**src/rtl/afilt_pkg.sv**
```systemverilog
package afilt_pkg;

    // Outcome of judging one address word
    typedef enum logic [1:0] {
        V_WAIT = 2'd0,   // word matched, more words needed
        V_PASS = 2'd1,   // address accepted
        V_FAIL = 2'd2    // mismatch, purge
    } verdict_e;

endpackage

```
**src/rtl/afilt_word_cmp.sv**
```systemverilog
module afilt_word_cmp
    import afilt_pkg::*;
#(
    parameter int WORD_W  = 16,
    parameter int NWORDS  = 3,
    parameter int GRP_BIT = 8,
    localparam int IDX_W  = (NWORDS > 1) ? $clog2(NWORDS) : 1
) (
    input  logic [WORD_W-1:0]        word,
    input  logic [IDX_W-1:0]         idx,
    input  logic [NWORDS*WORD_W-1:0] host_addr,
    output verdict_e                 verdict
);
    localparam int SLOTS = 1 << IDX_W;

    logic [SLOTS-1:0] eq;
    logic             bypass;
    logic             last;

    // One comparator per station word; unused slots never match
    for (genvar i = 0; i < SLOTS; i++) begin : g_eq
        if (i < NWORDS) begin : g_real
            assign eq[i] = (word == host_addr[i*WORD_W +: WORD_W]);
        end else begin : g_pad
            assign eq[i] = 1'b0;
        end
    end

    assign bypass = (idx == '0) && (host_addr[WORD_W-1] || word[GRP_BIT]);
    assign last   = (idx == IDX_W'(NWORDS-1));

    always_comb begin
        if (bypass)        verdict = V_PASS;
        else if (!eq[idx]) verdict = V_FAIL;
        else if (last)     verdict = V_PASS;
        else               verdict = V_WAIT;
    end

endmodule

```
**src/rtl/afilt_miss_cnt.sv**
```systemverilog
module afilt_miss_cnt #(
    parameter int CNT_W = 16
) (
    input  logic             clk,
    input  logic             rst_n,
    input  logic             inc,
    input  logic             clr,
    output logic [CNT_W-1:0] count
);
    logic [CNT_W-1:0] cnt_d, cnt_q;

    always_comb begin
        cnt_d = cnt_q;
        if (clr)      cnt_d = '0;
        else if (inc) cnt_d = cnt_q + 1'b1;
    end

    always_ff @(posedge clk or negedge rst_n) begin
        if (!rst_n) cnt_q <= '0;
        else        cnt_q <= cnt_d;
    end

    assign count = cnt_q;

endmodule

```
**src/rtl/rx_addr_filter.sv**
```systemverilog
module rx_addr_filter
    import afilt_pkg::*;
#(
    parameter int WORD_W  = 16,
    parameter int NWORDS  = 3,
    parameter int GRP_BIT = 8,
    parameter int CNT_W   = 16
) (
    input  logic                     clk,
    input  logic                     rst_n,
    input  logic                     frame_start,
    input  logic                     word_valid,
    input  logic [WORD_W-1:0]        word_data,
    input  logic [NWORDS*WORD_W-1:0] host_addr,
    input  logic                     desc_avail,
    input  logic                     cnt_clear,
    output logic                     accept,
    output logic                     purge,
    output logic [CNT_W-1:0]         miss_count
);
    localparam int IDX_W = (NWORDS > 1) ? $clog2(NWORDS) : 1;

    typedef struct packed {
        logic             active;  // address still being judged
        logic [IDX_W-1:0] idx;     // position of the next word
        logic             acc;
        logic             pur;
    } st_t;

    st_t              st_d, st_q;
    logic             live;
    logic [IDX_W-1:0] cur_idx;
    verdict_e         verdict;
    logic             bump;

    assign live    = frame_start | st_q.active;
    assign cur_idx = frame_start ? '0 : st_q.idx;

    afilt_word_cmp #(
        .WORD_W (WORD_W),
        .NWORDS (NWORDS),
        .GRP_BIT(GRP_BIT)
    ) u_cmp (
        .word     (word_data),
        .idx      (cur_idx),
        .host_addr(host_addr),
        .verdict  (verdict)
    );

    always_comb begin
        st_d        = st_q;
        st_d.acc    = 1'b0;
        st_d.pur    = 1'b0;
        st_d.active = live;
        st_d.idx    = cur_idx;
        bump        = 1'b0;
        if (word_valid && live) begin
            unique case (verdict)
                V_WAIT: begin
                    st_d.idx = cur_idx + 1'b1;
                end
                V_FAIL: begin
                    st_d.active = 1'b0;
                    st_d.pur    = 1'b1;
                end
                V_PASS: begin
                    st_d.active = 1'b0;
                    if (desc_avail) begin
                        st_d.acc = 1'b1;
                    end else begin
                        st_d.pur = 1'b1;
                        bump     = 1'b1;
                    end
                end
                default: st_d.active = 1'b0;
            endcase
        end
    end

    always_ff @(posedge clk or negedge rst_n) begin
        if (!rst_n) st_q <= '0;
        else        st_q <= st_d;
    end

    afilt_miss_cnt #(
        .CNT_W(CNT_W)
    ) u_cnt (
        .clk  (clk),
        .rst_n(rst_n),
        .inc  (bump),
        .clr  (cnt_clear),
        .count(miss_count)
    );

    assign accept = st_q.acc;
    assign purge  = st_q.pur;

endmodule

```
**config.mk**
```make
export PLATFORM = sky130hd
export DESIGN_NAME = rx_addr_filter
export DESIGN_NICKNAME = d
export VERILOG_FILES = /design/src/rtl/afilt_pkg.sv /design/src/rtl/afilt_word_cmp.sv /design/src/rtl/afilt_miss_cnt.sv /design/src/rtl/rx_addr_filter.sv
export SDC_FILE = /design/constraint.sdc
export NUM_CORES = 1
export LEC_CHECK = 0
export BUFFER_PORTS_ARGS = -buffer_cell sky130_fd_sc_hd__buf_4
export CAP_MARGIN = 20
export CELL_PAD_IN_SITES_DETAIL_PLACEMENT = 0
export CELL_PAD_IN_SITES_GLOBAL_PLACEMENT = 1
export CORE_MARGIN = 1
export CORE_UTILIZATION = 33
export DETAILED_ROUTE_END_ITERATION = 8
export GPL_ROUTABILITY_DRIVEN = 0
export PLACE_DENSITY_LB_ADDON = 0.2
export SLEW_MARGIN = 0
export SYNTH_ARGS = -nofsm -noshare
export SYNTH_HDL_FRONTEND = slang
export SYNTH_SLANG_ARGS = --single-unit
```
**constraint.sdc**
```tcl
create_clock -name clk -period 2.9 [get_ports clk]
set_clock_uncertainty 0.2 [all_clocks]
set_input_delay 0.58 -clock clk [delete_from_list [all_inputs] [get_ports clk]]
set_output_delay 0.58 -clock clk [all_outputs]
set_load 0.01 [all_outputs]
```
==> metrics.yaml, run 1 <==
critical_path:
  cp_max_fo: 3
  worstPathArrival_ns: 2.90
  worst_setup_path_start_kind: "primary input"
  critical_path_class: "primary input to flop"
  crit_path_end_kind: "flop"
  critPathRequiredTime_ns: 2.84
  r2r_setup_slack_ns: 0.06
power_and_ir_drop:
  switching_share_pct: 28.82
  pwr-share-clk_pct: 23.9
  vdd_ir_drop_max_mv: 0.2198
  power.density_nw_per_um2: 283.1
  p_int_mw: 0.5695
  cellLeakagePower_nw: 1.305
  switchingPower_mw: 0.2306
  pwr-share-comb_pct: 37.5
  seqPwrFrac_pct: 38.6
  power_mw: 0.8000
cts:
  path_clk_slew_ns: 0.08
  cts_tree: "done"
  cts_buffer_depth: 2
  htreeDepth: 1
  root_buffer: "clkbuf_8"
  clock_sinks: 21
  numCtsBuffers: 3
  clk_latency_ns: 0.26
synth:
  synth_edf_count: 0
  ys_seq_area_share_pct: 30.43
  synth_area_um2: 1727
  ys_seq_elements: 21
  ys_warn_count: 0
  synth.net_count: 254
  async_flop_share_pct: 100.0
  ys_types: 35
  synth.most_common_cell: "xor2_1"
  yosysTopAreaCell: "dfrtp_1"
  synthTopCellsByArea: "dfrtp_1 30%, xor2_1 19%, xnor2_1 13%, ha_1 4.3%, nor2_1 4.1%"
  synth_top_area_share_pct: 30.43
  avgSynthCellArea_um2: 9.700
  syn_inst: 178
  synth_common_cells: "38 x xor2_1, 25 x xnor2_1, 21 x dfrtp_1, 19 x nor2_1, 9 x nand4_1"
  synthFlopType: "dfrtp_1"
grt:
  grt_max_degree: 22
  grt_pass1_vias: 1717
  grtUsageTotal_pct: 19.10
  grt_pass1_wl_mm: 8.024
  grt-ovfl-total: 0
  antenna_found_initial: 0
place:
  dp.cells: 361
  port_buffers: 87
  pre_cts_ws_ns: -0.3497
  hpwl_mm: 3.880
min_path:
  hp-class: "primary input to flop"
finish:
  areaGrowthSynthToFinish_pct: 63.70
  fin_cells: 367
  seq_area_um2: 525.5
  multi_input_area_um2: 1241
  fillers: 483
  n_antenna_cell: 0
  fin_nets: 377
  drive_gt1_share_pct: 48.67
detailed_routing:
  num_vias: 1679
  drt_wl_total_mm: 4.842
  drt-pass1-iter-count: 4
  dr.first_iter.drc_count: 47
  via_per_inst: 4.575
  wl_per_cell_um: 13.19
  drc: 0
  ant_nets: 0
timing:
  rsz0062_at_grt: "yes"
  maxSlewHeadroom_pct: 71.83
  tightest_slew_ns: 0.4194
  min_period_ns: 2.957
  timing.final.ws_setup_ns: -0.05665
  fmax_ghz: 0.3382
  setup_viol: 4
  fin_crit_sh_pct: 102.0
  setup_tns_ns: -0.1256
  hold_viol_final: 0
  maxSlewViolCount: 0
die:
  coreArea_um2: 4880
  die_y_um: 74.34
  num_io_pins: 88
  dieArea_um2: 5526
  rows: 25
  initial_utilization_pct: 35.38
  fp.dieW_um: 74.34
status:
  violations: "setup timing"
  status: "complete, but fails checks"
run:
  maxCapViolations: 0
==> state kept, by name, indices dropped and copies added, names as in the netlist <==
name / cells
u_cnt.count: 16
st_q: 3
accept: 1
purge: 1
==> per-stage QoR <==
stage / util [%] / cell area, um2 / hold WS, ns
4_1_cts: 56.26 / 2745 / 0.3458
3_5_place_dp: 55.10 / 2689 / 0.2769
3_3_place_gp: 55.10 / 2689 / 0.2775
6_report: 57.92 / 2826 / 0.3546
5_1_grt: 57.92 / 2826 / 0.3730
2_1_floorplan: - / 1727 / 0.08441
==> logic make-up (layout without fill, tap and decap cells) <==
group / count (synthesis) / after routing / share of synthesized area (%)
adders and majority gates: 6 / 6 / 4.348
buffers and inverters: 5 / 127 / 1.086
AOI/OAI and AO/OA: 13 / 13 / 6.304
xor gates and xnor gates: 63 / 63 / 31.96
and+or+nand+nor: 70 / 70 / 25.87
DFF: 21 / 21 / 30.43
==> worst paths after layout <==
check / start / cells after the start / to
max: word_data[10] / 13 / u_cnt.count[7]
min: word_valid / 2 / st_q[4]
max reg2reg: st_q[2] / 12 / u_cnt.count[7]
min reg2reg: u_cnt.count[11] / 2 / u_cnt.count[11]
max in group asynchronous: rst_n / 2 / u_cnt.count[10]
min in group asynchronous: rst_n / 2 / st_q[2]
==> power groups by stage <==
stage	Combinational, mW	Clock, mW	Sequential [mW]
floorplan	0.115	0	0.315
global placement	0.284	0	0.314
detailed placement	0.284	0	0.314
CTS	0.288	0.199	0.308
global route	0.332	0.215	0.310
finish	0.300	0.191	0.309
==> timing repair <==
item,CTS,global route
endpoints found under the setup margin,7,16
buffers inserted,0,1
pin swaps,6,14
hold buffers,1,0
resized for setup,0,15
hold endpoints to repair,21,0
==> layout make-up <==
| type | instances | area share [%] |
|---|---|---|
| clock inverter | 1 | 0.1771 |
| sequential | 21 | 18.59 |
| tap | 67 | 2.966 |
| timing repair buffer | 120 | 32.49 |
| clock buffer | 3 | 1.461 |
| inverter | 3 | 0.3984 |
| multi-input combinational | 152 | 43.91 |
==> worst max-delay path, cell delays in order <==
cell and delay [ns]:
buf_4 0.12, buf_4 0.13, xor2_1 0.15, nor3_1 0.37, a41oi_2 0.25, a31oi_4 0.24, ha_2 0.20, o211ai_1 0.14
nor3_2 0.24, buf_4 0.16, nand4_1 0.11, xor2_1 0.16, nor2_1 0.05
==> cells in the final DEF (no fill, tap or decap), types with 2 or more instances in the layout <==
master / count
nor4_2: 7
o211ai_1: 2
nor4_1: 4
buf_6: 4
nor3_1: 2
xnor2_1: 25
buf_4: 115
o21ai_1: 3
inv_1: 2
nor4b_2: 3
nand3_1: 4
dfrtp_1: 21
nor2_1: 19
and3_1: 3
nand2_1: 7
ha_1: 5
nand4_1: 9
xor2_1: 38
clkbuf_8: 3
==> metal layers <==
layer / vias to the layer above / wire (um) / GRT usage, %
li1: 869 / - / -
met1: 768 / 2430 / 27.70
met2: 34 / 2148 / 28.99
met3: 8 / 173 / 3.659
met4: 0 / 90 / 5.241
met5: - / 0 / 0
Note: power is estimated with default switching activity, not from simulation.
==> inputs of run 2 (changes only) <==
SYNTH_HIERARCHICAL = 1   (was default)
==> run 2 against run 1 <==
The run now ends clean. Clock power about the same. Critical endpoint is now u_cnt/count[15]. Wire length down 2.7%. Largest cell class unchanged. Critical path type unchanged. Worst hold slack worse by 0.043 ns.
==> metrics.yaml, run 2 <==
place:
  pre_cts_ws_ns: -0.4301
  placed_area_um2: 2560
  port_buffers: 87
  hpwl_mm: 3.875
power_and_ir_drop:
  pwr-share-comb_pct: 33.2
  power.density_nw_per_um2: 264.0
  power_mw: 0.7451
  seqPwrFrac_pct: 40.8
  pwr-share-clk_pct: 26.0
  vdd_ir_drop_max_mv: 0.1477
  switchingPower_mw: 0.2014
  switching_share_pct: 27.03
  cellLeakagePower_nw: 1.334
  p_int_mw: 0.5437
grt:
  grtUsageTotal_pct: 17.73
  grt_pass1_vias: 1612
  antenna_found_initial: 0
  grt_max_degree: 22
  grt-ovfl-total: 0
  grt_pass1_wl_mm: 7.376
synth:
  ys_types: 34
  synthFlopType: "dfrtp_1"
  avgSynthCellArea_um2: 9.600
  synth_common_cells: "37 x xnor2_1, 22 x xor2_1, 21 x dfrtp_1, 17 x nor2_1, 10 x nand4_1"
  synth_area_um2: 1699
  ys_warn_count: 6
  synth_edf_count: 0
  ys_seq_area_share_pct: 30.93
  synth_top_area_share_pct: 30.93
  synthTopCellsByArea: "dfrtp_1 31%, xnor2_1 19%, xor2_1 11%, nor2_1 3.8%, nand4_1 3.7%"
  ys_seq_elements: 21
  synth.net_count: 251
  syn_inst: 177
  synth.most_common_cell: "xnor2_1"
  async_flop_share_pct: 100.0
  yosysTopAreaCell: "dfrtp_1"
critical_path:
  reg2reg_from: "st_q[3]"
  critPathRequiredTime_ns: 2.85
  crit_path_end_kind: "flop"
  rr_endpoint: "u_cnt/count[15]"
  r2r_setup_slack_ns: 0.21
  worst_setup_path_start_kind: "primary input"
  r2r.worst_path.cells: 12
  crit_start: "word_data[2]"
  worstPathArrival_ns: 2.85
  cp-endpoint: "u_cnt/count[15]"
  critical_path_class: "primary input to flop"
  cp_max_fo: 3
timing:
  hold_viol_final: 0
  fmax_ghz: 0.3458
  fin_crit_sh_pct: 99.72
  maxSlewHeadroom_pct: 69.61
  setup_viol: 0
  maxSlewViolCount: 0
  rsz0062_at_grt: "yes"
  timing.final.ws_setup_ns: 0.008133
  tightest_slew_ns: 0.4548
  min_period_ns: 2.892
detailed_routing:
  ant_nets: 0
  drt_wl_total_mm: 4.712
  dr.first_iter.drc_count: 45
  drc: 0
  drt-pass1-iter-count: 4
  via_per_inst: 4.678
  num_vias: 1670
  wl_per_cell_um: 13.20
cts:
  numCtsBuffers: 3
  root_buffer: "clkbuf_8"
  cts_tree: "done"
  clk_latency_ns: 0.26
  clock_sinks: 21
  path_clk_slew_ns: 0.08
  htreeDepth: 1
  cts_buffer_depth: 2
finish:
  final_cell_mix: "103 x buf_4, 36 x xnor2_1, 21 x dfrtp_1, 16 x nor2_1, 16 x xor2_1"
  drive_gt1_share_pct: 50.00
  final_common_cell: "buf_4"
  n_antenna_cell: 0
  areaGrowthSynthToFinish_pct: 66.13
  largest_reg_flops: 16
  fin_area_um2: 2823
  fin_nets: 365
die:
  rows: 25
  die_y_um: 73.76
  fp.dieW_um: 73.76
  initial_utilization_pct: 35.05
  num_io_pins: 88
  dieArea_um2: 5440
  coreArea_um2: 4848
status:
  status: "completed"
min_path:
  holdCritStartpoint: "word_valid"
  hp-class: "primary input to flop"
run:
  maxCapViolations: 0
==> run 2: changes by cell type after synthesis, moves of 4 or more <==
| cell | before | now |
|---|---|---|
| nand2_1 | 8 | 4 |
| o21ai_0 | 0 | 4 |
| xnor2_1 | 25 | 37 |
| inv_1 | 2 | 6 |
| xor2_1 | 38 | 22 |
==> run 2: critical path: stages <==
cell and delay [ns]:
buf_8 0.11, xor2_2 0.16, nor4_2 0.29, nand4b_1 0.15
nor4_2 0.18, nor3_2 0.09, inv_1 0.08, ha_2 0.18
and3b_2 0.22, o211ai_4 0.10, nor3_4 0.14, nor3b_4 0.23
mux2_4 0.31
==> run 2: kinds of logic (layout without fill, tap and decap cells) <==
family / after synthesis / after routing / share of synthesized area, %
adder cells (fa/ha/maj): 4 / 4 / 2.946
AO/OA/AOI/OAI: 13 / 13 / 5.376
multiplexers: 4 / 4 / 3.019
flip-flops: 21 / 21 / 30.93
AND/OR/NAND/NOR: 66 / 66 / 24.01
buffers and inverters: 10 / 123 / 3.313
XOR/XNOR: 59 / 59 / 30.41
==> run 2: worst min-delay path by stage <==
stage                          end  slack, ns  cells after the start
floorplan                   accept       0.08                      0
global placement    u_cnt/count[2]       0.28                      1
detailed placement  u_cnt/count[7]       0.28                      1
CTS                        st_q[4]       0.31                      2
global route               st_q[4]       0.31                      2
finish                     st_q[4]       0.31                      2
==> run 2: stage by stage <==
| stage | TNS [ns] | hold WS, ns | util, % | std cells |
|---|---|---|---|---|
| after floorplan | -0.1540 | 0.08441 | - | 177 |
| after global placement | -3.788 | 0.2817 | 52.80 | 346 |
| after detailed placement | -3.801 | 0.2844 | 52.80 | 346 |
| after CTS | -0.2022 | 0.3051 | 55.79 | 354 |
| after global routing | -0.6319 | 0.3069 | 58.22 | 357 |
| final | 0 | 0.3117 | 58.22 | 357 |
==> run 2: power by group through the flow <==
stage | Combinational (mW) | Clock [mW] | Sequential (mW)
6_report | 0.248 | 0.194 | 0.304
5_1_grt | 0.270 | 0.213 | 0.305
4_1_cts | 0.235 | 0.203 | 0.304
3_5_place_dp | 0.225 | 0 | 0.309
3_3_place_gp | 0.223 | 0 | 0.309
2_1_floorplan | 0.0897 | 0 | 0.310
==> run 2: final cells by class <==
type | count | area [um2]
multi-input cells | 146 | 1252
inverters | 6 | 22.52
flip-flops and latches | 21 | 525.5
clock buffers | 3 | 41.29
clock inverters | 1 | 5.005
repair buffers | 113 | 892.1
well taps | 67 | 83.83
fillers | 453 | 2026
==> run 2: per-layer routing <==
layer / wire length [um] / share of wire [%] / track usage (%)
met5: 0 / 0 / 0
met1: 2125 / 45 / 23.98
met4: 23 / 0.49 / 2.564
met2: 2310 / 49 / 29.15
met3: 252 / 5.3 / 4.252
==> run 2: what timing repair did <==
action,4_1_cts,5_1_grt
buffers inserted,3,5
hold buffers,1,0
gates resized for setup,12,21
hold endpoints to repair,21,0
pin swaps,10,19
endpoints found under the setup margin,9,13
